### src/rtl/wsb_pkg.sv
package wsb_pkg;

  localparam logic [7:0] OP_READ  = 8'h01;
  localparam logic [7:0] OP_WRITE = 8'h10;

  localparam int SB_TMO   = 0;
  localparam int SB_BADOP = 1;
  localparam int SB_OVR   = 2;

  typedef enum logic [1:0] {
    HS_IDLE,
    HS_WDATA,
    HS_BUSY,
    HS_RESP
  } host_st_e;

endpackage

### src/rtl/wsb_cmd_dec.sv
module wsb_cmd_dec #(
  parameter int DATA_W = 32,
  parameter int ADDR_W = 24
) (
  input  logic [DATA_W-1:0] cmd,
  output logic [ADDR_W-1:0] addr,
  output logic              is_rd,
  output logic              is_wr,
  output logic              is_bad
);
  import wsb_pkg::*;

  localparam int OP_W = DATA_W - ADDR_W;

  logic [OP_W-1:0] op;

  assign op     = cmd[DATA_W-1:ADDR_W];
  assign addr   = cmd[ADDR_W-1:0];
  assign is_rd  = (op == OP_W'(OP_READ));
  assign is_wr  = (op == OP_W'(OP_WRITE));
  assign is_bad = !(is_rd || is_wr);

endmodule

### src/rtl/wsb_be_seq.sv
module wsb_be_seq #(
  parameter int DATA_W     = 32,
  parameter int ADDR_W     = 24,
  parameter int TMO_CYCLES = 256
) (
  input  logic              clk,
  input  logic              rst_n,
  input  logic              start,
  input  logic              start_we,
  input  logic [ADDR_W-1:0] start_addr,
  input  logic [DATA_W-1:0] start_wdata,
  input  logic              be_ack,
  input  logic [DATA_W-1:0] be_rdata,
  output logic              be_req,
  output logic              be_we,
  output logic [ADDR_W-1:0] be_addr,
  output logic [DATA_W-1:0] be_wdata,
  output logic              done,
  output logic              done_tmo,
  output logic [DATA_W-1:0] done_rdata
);

  localparam int CNT_W = (TMO_CYCLES > 2) ? $clog2(TMO_CYCLES) : 1;
  localparam logic [CNT_W-1:0] CNT_LAST = CNT_W'(TMO_CYCLES - 1);

  logic              busy_q, busy_d;
  logic [CNT_W-1:0]  cnt_q, cnt_d;
  logic              we_q;
  logic [ADDR_W-1:0] addr_q;
  logic [DATA_W-1:0] wd_q;

  assign done       = busy_q && (be_ack || (cnt_q == CNT_LAST));
  assign done_tmo   = busy_q && !be_ack;
  assign done_rdata = be_ack ? be_rdata : '0;

  always_comb begin
    busy_d = busy_q;
    cnt_d  = cnt_q;
    if (start) begin
      busy_d = 1'b1;
      cnt_d  = '0;
    end else if (done) begin
      busy_d = 1'b0;
      cnt_d  = '0;
    end else if (busy_q) begin
      cnt_d  = cnt_q + 1'b1;
    end
  end

  always_ff @(posedge clk or negedge rst_n) begin
    if (!rst_n) begin
      busy_q <= 1'b0;
      cnt_q  <= '0;
    end else begin
      busy_q <= busy_d;
      cnt_q  <= cnt_d;
    end
  end

  always_ff @(posedge clk or negedge rst_n) begin
    if (!rst_n) begin
      we_q   <= 1'b0;
      addr_q <= '0;
      wd_q   <= '0;
    end else if (start) begin
      we_q   <= start_we;
      addr_q <= start_addr;
      wd_q   <= start_wdata;
    end
  end

  assign be_req   = busy_q;
  assign be_we    = we_q;
  assign be_addr  = addr_q;
  assign be_wdata = wd_q;

endmodule

### src/rtl/wsb_resp_buf.sv
module wsb_resp_buf #(
  parameter int DATA_W = 32
) (
  input  logic              clk,
  input  logic              rst_n,
  input  logic              load,
  input  logic              load_two,
  input  logic              load_tmo,
  input  logic              load_bad,
  input  logic [DATA_W-1:0] load_val,
  input  logic              pop,
  input  logic              ovr_set,
  output logic              ready,
  output logic              last,
  output logic [DATA_W-1:0] head
);
  import wsb_pkg::*;

  logic [1:0]        cnt_q, cnt_d;
  logic              stat_next_q, stat_next_d;
  logic              tmo_q, bad_q, ovr_q, ovr_d;
  logic [DATA_W-1:0] val_q;
  logic [DATA_W-1:0] stat_word;
  logic              pop_ok;

  assign ready  = (cnt_q != 2'd0);
  assign last   = (cnt_q == 2'd1);
  assign pop_ok = pop && ready;

  always_comb begin
    stat_word            = '0;
    stat_word[SB_TMO]    = tmo_q;
    stat_word[SB_BADOP]  = bad_q;
    stat_word[SB_OVR]    = ovr_q;
  end

  assign head = !ready ? '0 : (stat_next_q ? stat_word : val_q);

  always_comb begin
    cnt_d       = cnt_q;
    stat_next_d = stat_next_q;
    if (load) begin
      cnt_d       = load_two ? 2'd2 : 2'd1;
      stat_next_d = 1'b1;
    end else if (pop_ok) begin
      cnt_d       = cnt_q - 2'd1;
      stat_next_d = 1'b0;
    end
  end

  always_comb begin
    ovr_d = ovr_q;
    if (ovr_set) begin
      ovr_d = 1'b1;
    end else if (pop_ok && stat_next_q) begin
      ovr_d = 1'b0;
    end
  end

  always_ff @(posedge clk or negedge rst_n) begin
    if (!rst_n) begin
      cnt_q       <= 2'd0;
      stat_next_q <= 1'b0;
      ovr_q       <= 1'b0;
    end else begin
      cnt_q       <= cnt_d;
      stat_next_q <= stat_next_d;
      ovr_q       <= ovr_d;
    end
  end

  always_ff @(posedge clk or negedge rst_n) begin
    if (!rst_n) begin
      tmo_q <= 1'b0;
      bad_q <= 1'b0;
      val_q <= '0;
    end else if (load) begin
      tmo_q <= load_tmo;
      bad_q <= load_bad;
      val_q <= load_val;
    end
  end

endmodule

### src/rtl/word_serial_bridge.sv
module word_serial_bridge #(
  parameter int DATA_W     = 32,
  parameter int ADDR_W     = 24,
  parameter int TMO_CYCLES = 256
) (
  input  logic              clk,
  input  logic              rst_n,
  input  logic              xfer_wr,
  input  logic [DATA_W-1:0] xfer_wdata,
  input  logic              xfer_rd,
  output logic [DATA_W-1:0] xfer_rdata,
  output logic [DATA_W-1:0] stat_reg,
  output logic              be_req,
  output logic              be_we,
  output logic [ADDR_W-1:0] be_addr,
  output logic [DATA_W-1:0] be_wdata,
  input  logic [DATA_W-1:0] be_rdata,
  input  logic              be_ack
);
  import wsb_pkg::*;

  logic [1:0] rst_sync_q;
  logic       rst_n_int;

  always_ff @(posedge clk or negedge rst_n) begin
    if (!rst_n) begin
      rst_sync_q <= 2'b00;
    end else begin
      rst_sync_q <= {rst_sync_q[0], 1'b1};
    end
  end
  assign rst_n_int = rst_sync_q[1];

  logic [ADDR_W-1:0] dec_addr;
  logic              dec_rd, dec_wr, dec_bad;

  wsb_cmd_dec #(.DATA_W(DATA_W), .ADDR_W(ADDR_W)) u_dec (
    .cmd    (xfer_wdata),
    .addr   (dec_addr),
    .is_rd  (dec_rd),
    .is_wr  (dec_wr),
    .is_bad (dec_bad)
  );

  host_st_e          st_q, st_d;
  logic [ADDR_W-1:0] pend_addr_q;
  logic              pend_en;
  logic              seq_start, seq_we;
  logic [ADDR_W-1:0] seq_addr;
  logic [DATA_W-1:0] seq_wdata;
  logic              seq_done, seq_tmo;
  logic [DATA_W-1:0] seq_rdata;
  logic              rb_load, rb_two, rb_tmo, rb_bad;
  logic [DATA_W-1:0] rb_val;
  logic              rb_ready, rb_last;
  logic              ovr_set;

  wsb_be_seq #(
    .DATA_W(DATA_W), .ADDR_W(ADDR_W), .TMO_CYCLES(TMO_CYCLES)
  ) u_seq (
    .clk         (clk),
    .rst_n       (rst_n_int),
    .start       (seq_start),
    .start_we    (seq_we),
    .start_addr  (seq_addr),
    .start_wdata (seq_wdata),
    .be_ack      (be_ack),
    .be_rdata    (be_rdata),
    .be_req      (be_req),
    .be_we       (be_we),
    .be_addr     (be_addr),
    .be_wdata    (be_wdata),
    .done        (seq_done),
    .done_tmo    (seq_tmo),
    .done_rdata  (seq_rdata)
  );

  wsb_resp_buf #(.DATA_W(DATA_W)) u_rsp (
    .clk      (clk),
    .rst_n    (rst_n_int),
    .load     (rb_load),
    .load_two (rb_two),
    .load_tmo (rb_tmo),
    .load_bad (rb_bad),
    .load_val (rb_val),
    .pop      (xfer_rd),
    .ovr_set  (ovr_set),
    .ready    (rb_ready),
    .last     (rb_last),
    .head     (xfer_rdata)
  );

  assign ovr_set = xfer_wr && ((st_q == HS_BUSY) || (st_q == HS_RESP));

  always_comb begin
    st_d      = st_q;
    pend_en   = 1'b0;
    seq_start = 1'b0;
    seq_we    = 1'b0;
    seq_addr  = dec_addr;
    seq_wdata = '0;
    rb_load   = 1'b0;
    rb_two    = 1'b0;
    rb_tmo    = 1'b0;
    rb_bad    = 1'b0;
    rb_val    = '0;
    case (st_q)
      HS_IDLE: begin
        if (xfer_wr) begin
          if (dec_rd) begin
            seq_start = 1'b1;
            st_d      = HS_BUSY;
          end else if (dec_wr) begin
            pend_en   = 1'b1;
            st_d      = HS_WDATA;
          end else if (dec_bad) begin
            rb_load   = 1'b1;
            rb_bad    = 1'b1;
            st_d      = HS_RESP;
          end
        end
      end
      HS_WDATA: begin
        if (xfer_wr) begin
          seq_start = 1'b1;
          seq_we    = 1'b1;
          seq_addr  = pend_addr_q;
          seq_wdata = xfer_wdata;
          st_d      = HS_BUSY;
        end
      end
      HS_BUSY: begin
        if (seq_done) begin
          rb_load = 1'b1;
          rb_two  = !be_we;
          rb_tmo  = seq_tmo;
          rb_val  = seq_rdata;
          st_d    = HS_RESP;
        end
      end
      HS_RESP: begin
        if (xfer_rd && rb_last) begin
          st_d = HS_IDLE;
        end
      end
      default: st_d = HS_IDLE;
    endcase
  end

  always_ff @(posedge clk or negedge rst_n_int) begin
    if (!rst_n_int) begin
      st_q <= HS_IDLE;
    end else begin
      st_q <= st_d;
    end
  end

  always_ff @(posedge clk or negedge rst_n_int) begin
    if (!rst_n_int) begin
      pend_addr_q <= '0;
    end else if (pend_en) begin
      pend_addr_q <= dec_addr;
    end
  end

  assign stat_reg = {{(DATA_W-1){1'b0}}, rb_ready};

endmodule

### config.mk
export PLATFORM = sky130hd
export DESIGN_NAME = word_serial_bridge
export DESIGN_NICKNAME = d
export VERILOG_FILES = /design/src/rtl/wsb_pkg.sv /design/src/rtl/wsb_cmd_dec.sv /design/src/rtl/wsb_be_seq.sv /design/src/rtl/wsb_resp_buf.sv /design/src/rtl/word_serial_bridge.sv
export SDC_FILE = /design/constraint.sdc
export NUM_CORES = 1
export LEC_CHECK = 0
export BUFFER_PORTS_ARGS = -buffer_cell sky130_fd_sc_hd__buf_2
export CELL_PAD_IN_SITES_DETAIL_PLACEMENT = 1
export CELL_PAD_IN_SITES_GLOBAL_PLACEMENT = 1
export CORE_ASPECT_RATIO = 1.5
export CORE_UTILIZATION = 42
export DETAILED_ROUTE_END_ITERATION = 6
export HOLD_SLACK_MARGIN = 0.1
export PLACE_DENSITY = 0.87
export SYNTH_ARGS = -nofsm -noshare
export SYNTH_HDL_FRONTEND = slang
export SYNTH_SLANG_ARGS = --single-unit
### constraint.sdc
create_clock -name clk -period 7.5 [get_ports clk]
set_input_delay 0.375 -clock clk [delete_from_list [all_inputs] [get_ports clk]]
set_output_delay 0.375 -clock clk [all_outputs]
set_load 0.01 [all_outputs]
Yosys cells after proc, flatten, opt, wreduce, memory -nomap -nowiden:

Cells that the tools add are included.
W data, S select, Z words.

* bits in registers: 132
* input port bits: 69

* add/sub/neg operators: 2
* eq/ne operators: 12
* multiplexer cells: 49
* reductions and logical operators: 18

Operators with widths (count)
* $mux W32: 7
* $mux W24: 2
* $mux W1: 24
* $mux W8: 3
* $mux W2: 10
* $add A8 B1 Y8 const B: 1
* $eq A8 B1 Y1 const B: 1
* $eq A8 B5 Y1 const B: 1
* $eq A8 B8 Y1 const B: 1
* $pmux W2 S4: 1
* $reduce_bool A2 Y1: 4
* $logic_and A1 B1 Y1: 6
* $ne A2 B2 Y1 const B: 3
* $reduce_and A5 Y1: 1
* $eq A2 B1 Y1 const B: 2
* $eq A2 B2 Y1 const B: 2
* $ne A4 B2 Y1 const B: 1
* $pmux W1 S2: 2
* $logic_or A1 B1 Y1: 3
* $reduce_bool A3 Y1: 1
* $logic_not A1 Y1: 2
* $logic_not A2 Y1: 1
* $ne A2 B1 Y1 const B: 1
* $sub A2 B1 Y2 const B: 1

Depth between registers and ports, before layout:

Gate-level depths: netlist of the first run.

* depth in word-level cells: 8
* depth in mapped cells: 8
* depth with buffers taken out: 6

Cells and area by module:

A second synthesis of the first run with hierarchy kept.

* cell total of the unflattened synthesis: 593
* area, all modules: 7089.3 um^2

Modules (own cells, without submodules)
* wsb_be_seq: times used 1, cells each 206, area an instance 2810.2 um^2, seq. area each 1651.6 um^2
* word_serial_bridge: times used 1, cells each 223, area an instance 2306.0 um^2, seq. area each 700.7 um^2
* wsb_resp_buf: times used 1, cells each 134, area an instance 1745.4 um^2, seq. area each 950.9 um^2
* wsb_cmd_dec: times used 1, cells each 30, area an instance 227.7 um^2, seq. area each 0.0 um^2

Worst setup path before layout of the first run:

Ideal clock, no wire load.

* path kind: register -> register
* start point: register st_q[0]
* end point: register u_seq.wd_q[0] (netlist: u_seq.be_wdata[0])
* library setup time: 0.066 ns
* data arrival time: 1.713 ns
* path slack: 5.721 ns
* stages on the path, launching flop included: 7
* period minus slack after synthesis: 1.779 ns
* cells stage by stage: dfrtp_1 > inv_1 > ha_1 > and4b_1 > a31oi_2 > clkbuf_1 > a22o_1

* word-level cells in the longest chain between the ends: 2
* elaborated cells between the ends (all ways): 4
* those cells by class: 1 x eq/ne; 2 x mux; 1 x reduce/logical

Ends and longest elaborated chain
* start: declaration: RTL line word_serial_bridge.sv:45 `host_st_e st_q, st_d;`
* start signal: assignment: RTL line word_serial_bridge.sv:154 `st_q <= st_d;`
* $eq A2 B1 Y1 or $logic_not A2 Y1 (tied branches): RTL line word_serial_bridge.sv:107 `case (st_q)`
* $pmux W1 S2 or $mux W32 (tied branches): RTL line word_serial_bridge.sv:107
* end signal: assignment: RTL line wsb_be_seq.sv:68 `wd_q <= start_wdata;`
* end: declaration: RTL line wsb_be_seq.sv:30 `logic [DATA_W-1:0] wd_q;`

Several ways; a longest one is shown, not always the timed one.
A chain may end at the register's enable or synchronous reset.

Worst setup path in the final report of the first run:

* start point: register u_rsp.cnt_q[0]
* end point: output port xfer_rdata[15]

* word-level cells in the longest chain between the ends: 2

Ends and longest elaborated chain
* start: declaration: RTL line wsb_resp_buf.sv:19 `logic [1:0] cnt_q, cnt_d;`
* start signal: assignment: RTL line wsb_resp_buf.sv:66 `cnt_q <= cnt_d;`
* $reduce_bool A2 Y1: RTL line wsb_resp_buf.sv:26 `assign ready = (cnt_q != 2'd0);`
* $mux W32: RTL line wsb_resp_buf.sv:37 `assign head = !ready ? '0 : (stat_next_q ? stat_word : val_q);`
* end: declaration: RTL line word_serial_bridge.sv:11 `output logic [DATA_W-1:0] xfer_rdata,`

Every way passes these cells.

==> results.yml, run 1 <==
yosys:
  syn_area_mm2: 0.00585
  synth_edf_count: 0
  ys_ff_latch: 132
  yosys-top-cells-area: "dfrtp_1 (56%), a22o_1 (9.6%), mux2_4 (5.1%), mux2i_1 (4.8%), buf_4 (4.1%)"
  ys.flop_type: "dfrtp_1"
  synth_area_leader_cell: "dfrtp_1"
  ys_types: 35
  syn_area_per_cell_um2: 12.3
  ys_top_cells_by_count: "dfrtp_1 (132), a22o_1 (64), nand2_1 (39)"
  synth_top_area_share_pct: 56.4
  async_reset_ff_share_pct: 100
  netlist_instances: 477
  yosysSeqAreaShare_pct: 56.4
  yosys_warnings: 0
  yosysMostFrequentCell: "dfrtp_1"
status:
  violations: "DRC"
  status: "finished with violations"
cts:
  clkSinkCount: 132
  cts_tree: "built"
  clockRootBuffer: "clkbuf_16"
  cts_buffers: 17
  cts_buffer_depth: 2
  path_clk_slew_ps: 60
  h-tree-depth: 4
  insertion_delay_ps: 400
  cts.repair.resized: 0
hold_path:
  hold_path.class: "in2reg"
  min_from: "be_ack"
  holdPathEnd: "u_rsp.tmo_q"
  whs_path_depth: 2
setup_path:
  crit_fanout: 21
  reg2reg_depth: 6
  reg2reg_from: "st_q[0]"
  cp-start-kind: "flop"
  crit_required_ps: 7120
  worstPathArrival_ps: 1960
  reg2reg_slack_ps: 5170
  endpoint_kind: "output pin"
  r2r-end: "u_seq.be_addr[19]"
  path_class: "reg2out"
floorplan:
  fp-row-count: 52
  core_mm2: 0.0135
  pin_count: 191
  die_y_um: 147
  start_util_pct: 43.2
  dieArea_mm2: 0.0144
  chipWidth_um: 98.4
routing:
  drt_wl_total_mm: 14.0
  drt_iter0_drc: 190
  drt-wirelength-per-cell_um: 17.4
  vias: 4170
  antenna_left: 0
  post-route-drc-count: 15
  viasPerCell: 5.18
  first_pass_iters: 7
run:
  maxCapViolations: 0
timing:
  tns_ps: 0
  rsz0062_at_grt: "no"
  worstMarginPinSlew_ps: 1140
  maxSlewHeadroom_pct: 23.8
  skew_ps: 10.2
  finalHoldViolCount: 0
  period_share_pct: 31.1
  setup_violations: 0
  period_minus_slack_ps: 2330
  timing.fmax_ghz: 0.428
  slew_violations: 0
placement:
  gp_congestion: 0.748
  post-dp-hpwl_mm: 9.77
  port_buffers: 159
  placed_cells: 771
layout:
  layoutNonFillerInstCount: 805
  area_growth_pct: 23.8
  drive_gt1_share_pct: 35.5
  layout.nets: 707
  antenna_cells: 0
  n_fill_cell: 1458
  fin_util_pct: 53.5
global_routing:
  grt_usage_pct: 20.7
  antenna_found_initial: 0
  overflow: 0
  grt_pass1_wl_mm: 23.6
  grt_pass1_vias: 4510
  grt_max_degree: 85
pwr:
  peakVddDrop_mv: 0.196
  power_uw: 2890
  p_leak_uw: 0.00382
  p_per_area_mw_per_mm2: 399
state kept, by name, indices dropped and copies added (netlist names):
| name | flops |
|---|---|
| pend_addr_q | 24 |
| u_rsp.tmo_q | 1 |
| u_rsp.ovr_q | 1 |
| u_rsp.stat_next_q | 1 |
| u_rsp.cnt_q | 2 |
| rst_sync_q | 2 |
| u_seq.cnt_q | 8 |
| u_seq.be_req | 1 |
| u_seq.be_addr | 24 |
| u_seq.be_we | 1 |
| st_q | 2 |
| u_rsp.val_q | 32 |
| u_rsp.bad_q | 1 |
| u_seq.be_wdata | 32 |
power by group:
| part | leakage [µW] | switching, µW | internal, µW | total [µW] |
|---|---|---|---|---|
| clock | 0.000274 | 306 | 506 | 813 |
| sequential | 0.00171 | 159 | 963 | 1120 |
| combinational | 0.00184 | 511 | 440 | 951 |
stage by stage:
| step | setup slack, ps | hold slack, ps | area [µm²] |
|---|---|---|---|
| 3_3_place_gp | 5140 | 160 | 6630 |
| 4_1_cts | 4690 | 162 | 7230 |
| 6_report | 5170 | 170 | 7240 |
| 3_5_place_dp | 5120 | 166 | 6630 |
| 5_1_grt | 4930 | 181 | 7240 |
| 2_1_floorplan | 3550 | 79.4 | 5960 |
per-layer routing:
| metal | global-route usage [%] | share of wire, % | routed length [µm] |
|---|---|---|---|
| met1 | 25.5 | 41 | 5800 |
| met2 | 36.0 | 51 | 7200 |
| met3 | 4.79 | 5.8 | 807 |
| met4 | 6.34 | 1.5 | 212 |
| met5 | 0 | 0 | 0 |
critical path: stages, from the launching register on:
cell,delay (ps)
dfrtp_1,350
inv_1,70
ha_1,260
nor2_1,390
buf_6,220
and2_1,140
buf_2,130
placed cells by master (no fill, tap or decap), types with 3 or more instances in the layout:
| cell | instances |
|---|---|
| and2_1 | 29 |
| ha_1 | 8 |
| buf_2 | 159 |
| nor2_1 | 20 |
| nand2_1 | 39 |
| mux2i_1 | 28 |
| xor2_1 | 5 |
| clkinv_2 | 3 |
| dfrtp_1 | 131 |
| conb_1 | 32 |
| buf_4 | 4 |
| mux2_4 | 20 |
| mux2_2 | 6 |
| o21ai_0 | 28 |
| a22o_1 | 64 |
| clkinvlp_4 | 5 |
| clkbuf_16 | 17 |
| xnor2_1 | 4 |
| inv_1 | 7 |
| nand4_1 | 4 |
worst max-delay path by stage:
stage                    from              end  slack, ps
2_1_floorplan   rst_sync_q[1]   pend_addr_q[0]       3550
3_3_place_gp   xfer_wdata[25]  pend_addr_q[16]       5140
6_report       u_rsp.cnt_q[0]   xfer_rdata[15]       5170
3_5_place_dp   u_rsp.cnt_q[0]   xfer_rdata[11]       5120
4_1_cts        u_rsp.cnt_q[0]   xfer_rdata[11]       4690
5_1_grt        u_rsp.cnt_q[0]   xfer_rdata[25]       4930
cell families (layout without fill, tap and decap cells):
group	after synthesis	after routing	synth area share, %
xor gates and xnor gates	9	9	1.35
and+or+nand+nor	100	100	8.77
adders and majority gates	8	8	1.71
DFF	132	132	56.4
AOI/OAI and AO/OA	104	104	13.7
other	2	32	0.128
muxes	54	54	11.1
buffers and inverters	68	204	6.82
area by class of cell:
| type | count | area, µm² | area share [%] |
|---|---|---|---|
| sequential | 132 | 3310 | 45.7 |
| tap | 162 | 203 | 2.80 |
| inverter | 7 | 26.3 | 0.363 |
| multi-input combinational | 307 | 2270 | 31.4 |
| clock buffer | 20 | 457 | 6.31 |
| timing repair buffer | 165 | 847 | 11.7 |
| clock inverter | 12 | 130 | 1.80 |
what timing repair did:
item	CTS	global route
hold endpoints to repair	2	0
setup buffers	0	0
hold buffers	1	0
(Power assumes the default switching activity.)
==> inputs of run 2 (changes only) <==
- CORE_UTILIZATION: 42 -> 36
- PLACE_DENSITY: 0.87 -> 0.8
- clock period: 7.5 -> 2.1 ns (I/O delays scaled with it)
==> results.yml, run 2 (synthesized netlist as in run 1, its figures left out) <==
status:
  status: "completed"
layout:
  fin_util_pct: 51.2
  antenna_cells: 0
  area_growth_pct: 37.9
  mostFrequentLayoutCells: "buf_2 (159), dfrtp_1 (131), dlygate4sd3_1 (68)"
  drive_gt1_share_pct: 32.8
  n_fill_cell: 1668
  layoutNonFillerInstCount: 920
  regArea_mm2: 0.00331
  layout.nets: 781
  final_common_cell: "buf_2"
  multi_input_area_mm2: 0.00227
setup_path:
  crit_required_ps: 2000
  path_class: "reg2out"
  endpoint_kind: "output pin"
  r2r-end: "u_seq.be_addr[12]"
  worstPathArrival_ps: 1850
  reg2reg_from: "st_q[1]"
  cp-start-kind: "flop"
  reg2reg_slack_ps: 160
  crit_fanout: 29
  reg2reg_depth: 6
cts:
  clockRootBuffer: "clkbuf_16"
  path_clk_slew_ps: 60
  insertion_delay_ps: 410
  h-tree-depth: 4
  cts_tree: "built"
  clkSinkCount: 132
  cts_buffer_depth: 2
  cts_buffers: 17
global_routing:
  grt_pass1_vias: 5002
  grt_usage_pct: 20.3
  antenna_found_initial: 0
  grt_max_degree: 68
  overflow: 0
  grt_pass1_wl_mm: 26.4
placement:
  gp_congestion: 0.765
  post-dp-hpwl_mm: 10.4
  port_buffers: 159
  placed_cells: 820
timing:
  finalHoldViolCount: 0
  rsz0062_at_grt: "no"
  tns_ps: 0
  period_minus_slack_ps: 1950
  setup_violations: 0
  period_share_pct: 93.1
  timing.fmax_ghz: 0.512
  slew_violations: 0
  skew_ps: 8.51
floorplan:
  fp-row-count: 56
  pin_count: 191
  dieArea_mm2: 0.0168
  start_util_pct: 37.1
  chipWidth_um: 106
  die_y_um: 158
  core_mm2: 0.0158
hold_path:
  hold_path.class: "in2reg"
  whs_path_depth: 4
  min_from: "xfer_rd"
  holdPathEnd: "u_rsp.stat_next_q"
routing:
  drt_wl_total_mm: 16.4
  viasPerCell: 4.91
  first_pass_iters: 4
  antenna_left: 0
  drt-wirelength-per-cell_um: 17.8
  post-route-drc-count: 0
  vias: 4521
  drt_iter0_drc: 172
pwr:
  p_leak_uw: 0.00416
  peakVddDrop_mv: 0.654
  p_per_area_mw_per_mm2: 1320
run:
  maxCapViolations: 0
## run 2: worst max-delay path by stage
stage / cells past startpoint / slack (ps) / to / from
2_1_floorplan: 6 / 320 / u_seq.be_wdata[0] / st_q[0]
3_3_place_gp: 6 / 310 / u_seq.be_addr[13] / st_q[0]
3_5_place_dp: 6 / 140 / u_seq.be_addr[12] / st_q[1]
4_1_cts: 6 / 140 / u_seq.be_addr[12] / st_q[1]
5_1_grt: 6 / 20 / xfer_rdata[4] / u_rsp.cnt_q[0]
6_report: 6 / 150 / xfer_rdata[4] / u_rsp.cnt_q[0]
## run 2: per-stage QoR
| step | cell area, µm² | power (µW) | hold slack (ps) | setup WS [ps] |
|---|---|---|---|---|
| 2_1_floorplan | 5970 | 6140 | -191 | 321 |
| 3_3_place_gp | 6810 | 7340 | -110 | 314 |
| 3_5_place_dp | 6810 | 7580 | -105 | 135 |
| 4_1_cts | 8070 | 10700 | 118 | 137 |
| 5_1_grt | 8070 | 11300 | 161 | 20.9 |
| 6_report | 8070 | 10700 | 124 | 145 |
## run 2: where the power goes
group / internal (µW) / switching [µW] / total, µW
registers: 3440 / 581 / 4020
logic: 1730 / 1970 / 3710
clock network: 1760 / 1170 / 2930
## run 2: critical path, cell delays in order (launching register included)
cell and delay [ps]:
dfrtp_1 360, inv_1 80, ha_1 270, nor2_1 170
buf_6 220, and2_1 190, buf_2 160
## run 2: routing by layer
layer,vias to the layer above,wire length [µm],global-route usage [%]
met5,-,0,0
li1,2060,-,-
met4,0,137,5.49
met2,157,8890,37.2
met3,14,913,5.02
met1,2290,6480,23.3
## run 2: final cells by class
class	count	area share, %
repair buffers	239	20.2
flip-flops and latches	132	41.0
well taps	203	3.15
inverters	7	0.326
clock inverters	14	1.86
multi-input cells	307	28.2
clock buffers	18	5.32
## run 2: timing repair
action | 4_1_cts | 5_1_grt
hold endpoints to repair | 114 | 0
hold buffers | 68 | 0
setup endpoints to repair | 0 | 1
resized for setup | 0 | 1
buffers inserted | 0 | 0
